<file path="config.mk">
export PLATFORM = sky130hd
export DESIGN_NAME = ft_frame_timer
export DESIGN_NICKNAME = d
export VERILOG_FILES = /design/src/rtl/ft_pkg.sv /design/src/rtl/ft_hcount.sv /design/src/rtl/ft_vcount.sv /design/src/rtl/ft_events.sv /design/src/rtl/ft_vblank.sv /design/src/rtl/ft_frame_timer.sv
export SDC_FILE = /design/constraint.sdc
export NUM_CORES = 1
export LEC_CHECK = 0
export BUFFER_PORTS_ARGS = -buffer_cell sky130_fd_sc_hd__buf_2
export CORE_UTILIZATION = 59
export DETAILED_ROUTE_END_ITERATION = 8
export MAX_ROUTING_LAYER = met4
export PLACE_DENSITY = 0.88
export SKIP_LAST_GASP = 1
export SYNTH_ARGS = -nofsm -noshare
export SYNTH_HDL_FRONTEND = slang
export SYNTH_SLANG_ARGS = --single-unit
</file>
<file path="constraint.sdc">
create_clock -name clk -period 4.9 [get_ports clk]
set_input_delay 0.49 -clock clk [delete_from_list [all_inputs] [get_ports clk]]
set_output_delay 0.49 -clock clk [all_outputs]
set_load 0.02 [all_outputs]
</file>
<file path="src/rtl/ft_pkg.sv">
package ft_pkg;

  // Single-cycle event strobes decoded from the raster counters.
  typedef struct packed {
    logic hblank;
    logic line_dma;
    logic line_end;
    logic frame_init;
    logic render;
    logic refresh;
    logic stall;
    logic dma_clear;
    logic joy_start;
  } ft_strobe_t;

endpackage

</file>
<file path="src/rtl/ft_hcount.sv">
module ft_hcount #(
  parameter int HW = 11
) (
  input  logic          clk,
  input  logic          rst_n,
  input  logic [HW-1:0] len_m1,
  output logic [HW-1:0] h,
  output logic          last
);

  assign last = (h == len_m1);

  always_ff @(posedge clk) begin
    if (!rst_n)    h <= '0;
    else if (last) h <= '0;
    else           h <= h + HW'(1);
  end

endmodule

</file>
<file path="src/rtl/ft_vcount.sv">
module ft_vcount #(
  parameter int LINES      = 262,
  parameter int SHORT_LINE = 240,
  parameter int VW         = 9
) (
  input  logic          clk,
  input  logic          rst_n,
  input  logic          line_last,
  input  logic          ilace,
  output logic [VW-1:0] v,
  output logic [VW-1:0] v_nx,
  output logic          wrap,
  output logic          field,
  output logic          ref_phase,
  output logic          short_line
);

  logic [VW-1:0] last_line;
  logic          field_nx;
  logic          short_nx;

  always_comb begin
    // the field with field bit 0 is one line longer under interlace
    last_line  = (ilace && !field) ? VW'(LINES) : VW'(LINES - 1);
    wrap       = (v == last_line);
    v_nx       = wrap ? '0 : v + VW'(1);
    field_nx   = field ^ wrap;
    short_nx   = !ilace && field_nx && (v_nx == VW'(SHORT_LINE));
    short_line = !ilace && field && (v == VW'(SHORT_LINE));
  end

  always_ff @(posedge clk) begin
    if (!rst_n) begin
      v         <= '0;
      field     <= 1'b0;
      ref_phase <= 1'b0;
    end else if (line_last) begin
      v     <= v_nx;
      field <= field_nx;
      if (!short_nx) ref_phase <= ~ref_phase;
    end
  end

endmodule

</file>
<file path="src/rtl/ft_events.sv">
module ft_events
  import ft_pkg::*;
#(
  parameter int HBLANK_POS   = 1096,
  parameter int LINE_DMA_POS = 1106,
  parameter int INIT_POS     = 20,
  parameter int RENDER_POS   = 48,
  parameter int REF_A        = 534,
  parameter int REF_B        = 538,
  parameter int REF_LEN      = 40,
  parameter int HW           = 11,
  parameter int VW           = 9
) (
  input  logic [HW-1:0] h,
  input  logic [VW-1:0] v,
  input  logic [VW-1:0] vis,
  input  logic          ref_phase,
  input  logic          line_last,
  input  logic          joy_en,
  output ft_strobe_t    st
);

  logic [HW:0] ref_lo;
  logic [HW:0] ref_hi;
  logic [HW:0] h_ext;
  logic        line_top;

  always_comb begin
    ref_lo   = ref_phase ? (HW+1)'(REF_B) : (HW+1)'(REF_A);
    ref_hi   = ref_lo + (HW+1)'(REF_LEN);
    h_ext    = {1'b0, h};
    line_top = (h == '0);

    st.hblank     = (h == HW'(HBLANK_POS));
    st.line_dma   = (h == HW'(LINE_DMA_POS)) && (v <= vis);
    st.line_end   = line_last;
    st.frame_init = (h == HW'(INIT_POS)) && (v == '0);
    st.render     = (h == HW'(RENDER_POS)) && (v != '0) && (v <= vis);
    st.refresh    = (h_ext == ref_lo);
    st.stall      = (h_ext >= ref_lo) && (h_ext < ref_hi);
    st.dma_clear  = line_top && (v == vis + VW'(1));
    st.joy_start  = line_top && joy_en && (v == vis + VW'(3));
  end

endmodule

</file>
<file path="src/rtl/ft_vblank.sv">
module ft_vblank #(
  parameter int NMI_DELAY = 12,
  parameter int HW        = 11,
  parameter int VW        = 9
) (
  input  logic          clk,
  input  logic          rst_n,
  input  logic          line_last,
  input  logic          wrap,
  input  logic [VW-1:0] v,
  input  logic [VW-1:0] v_nx,
  input  logic [HW-1:0] h,
  input  logic [VW-1:0] vis,
  input  logic          nmi_en,
  output logic          vblank,
  output logic          nmi
);

  logic [VW-1:0] vbl_line;
  logic          armed;

  assign vbl_line = vis + VW'(1);

  always_ff @(posedge clk) begin
    if (!rst_n) begin
      vblank <= 1'b0;
      nmi    <= 1'b0;
      armed  <= 1'b0;
    end else if (line_last && wrap) begin
      vblank <= 1'b0;
      nmi    <= 1'b0;
      armed  <= 1'b0;
    end else if (line_last && (v_nx == vbl_line)) begin
      vblank <= 1'b1;
      armed  <= nmi_en;
    end else if (armed && (v == vbl_line) && (h == HW'(NMI_DELAY - 1))) begin
      // registered one cycle early so the level is seen at NMI_DELAY
      nmi   <= 1'b1;
      armed <= 1'b0;
    end
  end

endmodule

</file>
<file path="src/rtl/ft_frame_timer.sv">
module ft_frame_timer
  import ft_pkg::*;
#(
  parameter int LINE_CYC     = 1364,
  parameter int DOT_CYC      = 4,
  parameter int LINES        = 262,
  parameter int VIS_LO       = 224,
  parameter int VIS_HI       = 239,
  parameter int SHORT_LINE   = 240,
  parameter int HBLANK_POS   = 1096,
  parameter int LINE_DMA_POS = 1106,
  parameter int INIT_POS     = 20,
  parameter int RENDER_POS   = 48,
  parameter int REF_A        = 534,
  parameter int REF_B        = 538,
  parameter int REF_LEN      = 40,
  parameter int NMI_DELAY    = 12,
  localparam int HW          = $clog2(LINE_CYC),
  localparam int VW          = $clog2(LINES + 1)
) (
  input  logic          clk,
  input  logic          rst_n,
  input  logic          ilace_i,
  input  logic          overscan_i,
  input  logic          nmi_en_i,
  input  logic          joy_en_i,
  output logic [HW-1:0] h_cnt_o,
  output logic [VW-1:0] v_cnt_o,
  output logic          hblank_o,
  output logic          line_dma_o,
  output logic          line_end_o,
  output logic          frame_init_o,
  output logic          render_o,
  output logic          refresh_o,
  output logic          stall_o,
  output logic          dma_clear_o,
  output logic          joy_start_o,
  output logic          vblank_o,
  output logic          field_o,
  output logic          nmi_o
);

  localparam logic [HW-1:0] FULL_M1  = HW'(LINE_CYC - 1);
  localparam logic [HW-1:0] SHORT_M1 = HW'(LINE_CYC - DOT_CYC - 1);

  logic [HW-1:0] h;
  logic [HW-1:0] len_m1;
  logic          line_last;
  logic [VW-1:0] v;
  logic [VW-1:0] v_nx;
  logic          wrap;
  logic          field;
  logic          ref_phase;
  logic          short_line;
  logic [VW-1:0] vis;
  ft_strobe_t    st;

  assign vis    = overscan_i ? VW'(VIS_HI) : VW'(VIS_LO);
  assign len_m1 = short_line ? SHORT_M1 : FULL_M1;

  ft_hcount #(.HW(HW)) u_hcnt (
    .clk   (clk),
    .rst_n (rst_n),
    .len_m1(len_m1),
    .h     (h),
    .last  (line_last)
  );

  ft_vcount #(.LINES(LINES), .SHORT_LINE(SHORT_LINE), .VW(VW)) u_vcnt (
    .clk       (clk),
    .rst_n     (rst_n),
    .line_last (line_last),
    .ilace     (ilace_i),
    .v         (v),
    .v_nx      (v_nx),
    .wrap      (wrap),
    .field     (field),
    .ref_phase (ref_phase),
    .short_line(short_line)
  );

  ft_events #(
    .HBLANK_POS(HBLANK_POS), .LINE_DMA_POS(LINE_DMA_POS), .INIT_POS(INIT_POS),
    .RENDER_POS(RENDER_POS), .REF_A(REF_A), .REF_B(REF_B), .REF_LEN(REF_LEN),
    .HW(HW), .VW(VW)
  ) u_evt (
    .h        (h),
    .v        (v),
    .vis      (vis),
    .ref_phase(ref_phase),
    .line_last(line_last),
    .joy_en   (joy_en_i),
    .st       (st)
  );

  ft_vblank #(.NMI_DELAY(NMI_DELAY), .HW(HW), .VW(VW)) u_vbl (
    .clk      (clk),
    .rst_n    (rst_n),
    .line_last(line_last),
    .wrap     (wrap),
    .v        (v),
    .v_nx     (v_nx),
    .h        (h),
    .vis      (vis),
    .nmi_en   (nmi_en_i),
    .vblank   (vblank_o),
    .nmi      (nmi_o)
  );

  assign h_cnt_o      = h;
  assign v_cnt_o      = v;
  assign field_o      = field;
  assign hblank_o     = st.hblank;
  assign line_dma_o   = st.line_dma;
  assign line_end_o   = st.line_end;
  assign frame_init_o = st.frame_init;
  assign render_o     = st.render;
  assign refresh_o    = st.refresh;
  assign stall_o      = st.stall;
  assign dma_clear_o  = st.dma_clear;
  assign joy_start_o  = st.joy_start;

endmodule

</file>
==> impl_metrics.toml <==
[status]
run_status = "complete, but fails checks"
violations = "DRC"

[placement]
post_dp_cell_area_um2 = 1983
place.gp.congestion = 0.8967
io_buffer_count = 37
dpl.hpwl_um = 3105
placed_cells = 286

[floorplan]
die-area_um2 = 3301
dieWidth_um = 57.45
placement_rows = 19
design.core.area_um2 = 2829
start_util_pct = 64.13
pin_count = 38
die-height_um = 57.45

[logic_synthesis]
ys_warn_count = 0
ys_seq_area_share_pct = 27.59
yosys-mux-area-fraction_pct = 1.103
ys_async_sr_fraction_pct = 0
synth_simple_gate_area_share_pct = 36.00
synth_top_flop_cell = "sky130_fd_sc_hd__dfxtp_1"
synthDominantAreaCellType = "sky130_fd_sc_hd__dfxtp_1"
synth_area_per_cell_um2 = 7.922
postSynthCellCount = 229
postSynthNetCount = 250
synth_fa_ha_area_share_pct = 10.34
largest_family_of_logic_cells_by_synthesized_area = "simple AND/OR/NAND/NOR gates"
netlist-cell-type-count = 45
count_of_state_elements_after_synthesis = 25
synth-edff-count = 0
synth_xor_area_share_pct = 7.724
yosys.area.top_type_share_pct = 27.59
area_fraction_in_compound_gates_after_synthesis_pct = 12.14
synth.top_cells.by_area = "sky130_fd_sc_hd__dfxtp_1, sky130_fd_sc_hd__ha_1, sky130_fd_sc_hd__nor2_1"
syn-cell-area_um2 = 1814

[worst_setup_path]
critPathCaptureType = "output port"
ff2ff_setup_slack_ps = 2160
worstPathCellList = "inv_1, ha_1, or4b_4, o31a_1, o21ai_4, inv_2, buf_2"
crit_path_start_kind = "register"
r2r-start = "u_vcnt.v[1]"
timing.critical_path.max_delay_family = "compound AO/OA/AOI/OAI gates"
path_class = "reg2out"
timing.rr.end = "u_vcnt.ref_phase"
critPathRequiredTime_ps = 4410
cell_count_of_the_worst_reg_to_reg_path = 7
critical-path-slowest-cell = "sky130_fd_sc_hd__or4b_4"
crit_arrival_ps = 2640
crit_path_max_fanout = 17
cp_num_buf_inv = 3
critical_path_depth = 7
critPathMaxStageDelay_ps = 490

[final_layout]
multiInputGateArea_um2 = 1221
drive_gt1_share_pct = 18.53
nNetsFinal = 281
num-fill-cells = 237
design_area_um2 = 2013
area_growth_pct = 10.97
post_route_utilization_pct = 71.16
ff_latch_area_um2 = 500.5
antennaDiodeCount = 0
final_cell_count_no_fill = 290

[grt]
grt-ovfl-total = 0
largest_net_degree_at_the_start_of_global_routing = 18
grt.total_usage_pct = 29.22
first_pass_grt_wire_length_um = 7300
grt.busiest_layer = "met2"
met2_resource_use_gr_pct = 42.03
grt.met3_usage_pct = 4.989
global_routing_usage_on_met1_pct = 40.00
first_global_vias = 1592
number_of_antenna_violations_at_the_first_check_in_global_routing = 0

[clocking]
maximum_clock_path_buffer_count = 2
h-tree-depth = 1
post_cts_buffers = 0
cts-resized-gates = 0
cts-buffers-inserted = 3
clk_pin_slew_worst_paths_ps = 150
cts_tree = "done"
cts_root_buf = "sky130_fd_sc_hd__clkbuf_4"
clk_latency_ps = 340
cts_num_sinks = 25
hold_bufs_at_cts = 0

[sta]
report.final.setup_viol = 0
finalHoldViolations = 0
max_slew.worst_pin.slew_ps = 871.4
max_clock_freq_mhz = 320.0
slew_viol_final = 0
tns_ps = 0
final.period_utilization_pct = 63.78
slew_headroom_pct = 41.37
fin_skew_ps = 3.999
final.min_clock_period_ps = 3125
setup_repair_after_global_routing_missed_its_margin = "no"

[power_and_ir_drop]
switching_power_uw = 92.08
share_seq_of_total_power_pct = 62.3
power_per_cell_area_nw_per_um2 = 168.5
finalPower_uw = 339.3
vdd_drop_max_v = 0.0001786
total_leakage_power_uw = 0.0008568
clock_power_share_pct = 29.8
combPwrFrac_pct = 7.9
swShare_pct = 27.14
intPower_uw = 247.2

[route]
dr.pass1.iters = 6
detail_route.iter0.violations = 73
post_drt_via_cell_ratio = 6.076
detailroute.via_count = 1762
detail-route-antenna-nets = 0
post_drt_wl_per_cell_um = 14.69
detail_route.drc_violations = 3
routed_wirelength_um = 4261

[min_path]
min_path_cells = 3
hold_crit_class = "in2reg"
hold_start = "nmi_en_i"
hold_path_end = "u_vbl.armed"

[run]
cap_violations = 0
-- Yosys cell counts (all sizes together), types with 2 or more instances --
library cell	n
o21a	4
mux2i	2
nand2	18
dfxtp	25
and2	5
clkbuf	7
or4	2
inv	10
nand4bb	2
and4b	3
nand4	7
a21boi	4
a21oi	6
nand4b	2
ha	15
xor2	11
nor2b	5
o21ai	13
xnor2	5
buf	4
nor4	7
nand3b	4
and3	3
nor3	9
or3	5
nand2b	3
nor2	27
nand3	12
-- logic make-up after synthesis --
family                   Yosys count
buffers and inverters             21
XOR/XNOR                          16
multiplexers                       2
flip-flops                        25
AO/OA/AOI/OAI                     34
adder cells (fa/ha/maj)           15
AND/OR/NAND/NOR                  116
-- cells in the final DEF (no fill, tap or decap), types with 2 or more instances in the layout --
cell / n
sky130_fd_sc_hd__nand4_1: 7
sky130_fd_sc_hd__ha_1: 15
sky130_fd_sc_hd__nand3_1: 12
sky130_fd_sc_hd__nand2_1: 17
sky130_fd_sc_hd__nand4b_1: 2
sky130_fd_sc_hd__o21ai_1: 7
sky130_fd_sc_hd__o21ai_0: 5
sky130_fd_sc_hd__and4b_1: 3
sky130_fd_sc_hd__inv_1: 9
sky130_fd_sc_hd__buf_2: 37
sky130_fd_sc_hd__and2_1: 5
sky130_fd_sc_hd__xnor2_1: 5
sky130_fd_sc_hd__nor2b_1: 5
sky130_fd_sc_hd__nor4_1: 5
sky130_fd_sc_hd__nor2_1: 27
sky130_fd_sc_hd__and3_1: 3
sky130_fd_sc_hd__nand3b_1: 4
sky130_fd_sc_hd__mux2i_1: 2
sky130_fd_sc_hd__or4_1: 2
sky130_fd_sc_hd__clkbuf_4: 3
sky130_fd_sc_hd__o21a_1: 4
sky130_fd_sc_hd__a21boi_1: 4
sky130_fd_sc_hd__nand4bb_1: 2
sky130_fd_sc_hd__nor3_1: 9
sky130_fd_sc_hd__xor2_1: 11
sky130_fd_sc_hd__dfxtp_1: 25
sky130_fd_sc_hd__nand2b_1: 3
sky130_fd_sc_hd__a21oi_1: 6
sky130_fd_sc_hd__or3_1: 5
-- per-layer routing --
metal | share of wire (%) | vias up
met5 | 0 | -
met4 | 1.2 | 0
met3 | 7.2 | 4
met2 | 43 | 80
met1 | 48 | 802
li1 | - | 876
-- stage by stage --
stage          hold WS (ps)  worst slack, ps
6_report              413.7             1775
3_5_place_dp          458.8             2189
4_1_cts               411.0             1797
5_1_grt               415.5             1605
2_1_floorplan         498.5             2358
3_3_place_gp          456.9             2228
-- power groups by stage --
stage / Clock (µW) / Sequential [µW] / Combinational [µW]
global placement: 0 / 215 / 25.6
detailed placement: 0 / 216 / 26.7
finish: 101 / 211 / 26.9
floorplan: 0 / 216 / 16.3
CTS: 102 / 211 / 26.8
global route: 111 / 212 / 30.0
-- worst max path at each step --
stage | from | end
2_1_floorplan | u_vcnt.v[0] | render_o
4_1_cts | u_vcnt.v[1] | line_end_o
3_5_place_dp | u_vcnt.v[1] | line_end_o
5_1_grt | u_vcnt.v[1] | line_end_o
6_report | u_vcnt.v[1] | line_end_o
3_3_place_gp | u_vcnt.v[1] | line_end_o
-- area by class of cell --
class                      instances  share of cell area, %
multi-input combinational        183                  60.66
sequential                        25                  24.86
timing repair buffer              37                  9.198
clock buffer                       3                  1.119
clock inverter                     1                 0.3729
inverter                          10                  1.865
tap                               31                  1.927
-- flip-flops by register name, summed over array words and instances, names as in the netlist --
register,flops
u_vcnt.ref_phase,1
u_vcnt.field,1
u_vbl.vblank,1
u_vbl.nmi,1
u_hcnt.h,11
u_vcnt.v,9
u_vbl.armed,1
-- worst min-delay path, cell delays in order --
cell	delay (ps)
sky130_fd_sc_hd__buf_2	100
sky130_fd_sc_hd__nand4_1	70
sky130_fd_sc_hd__a21oi_1	60
No activity file was read; power rests on OpenSTA's default activity.
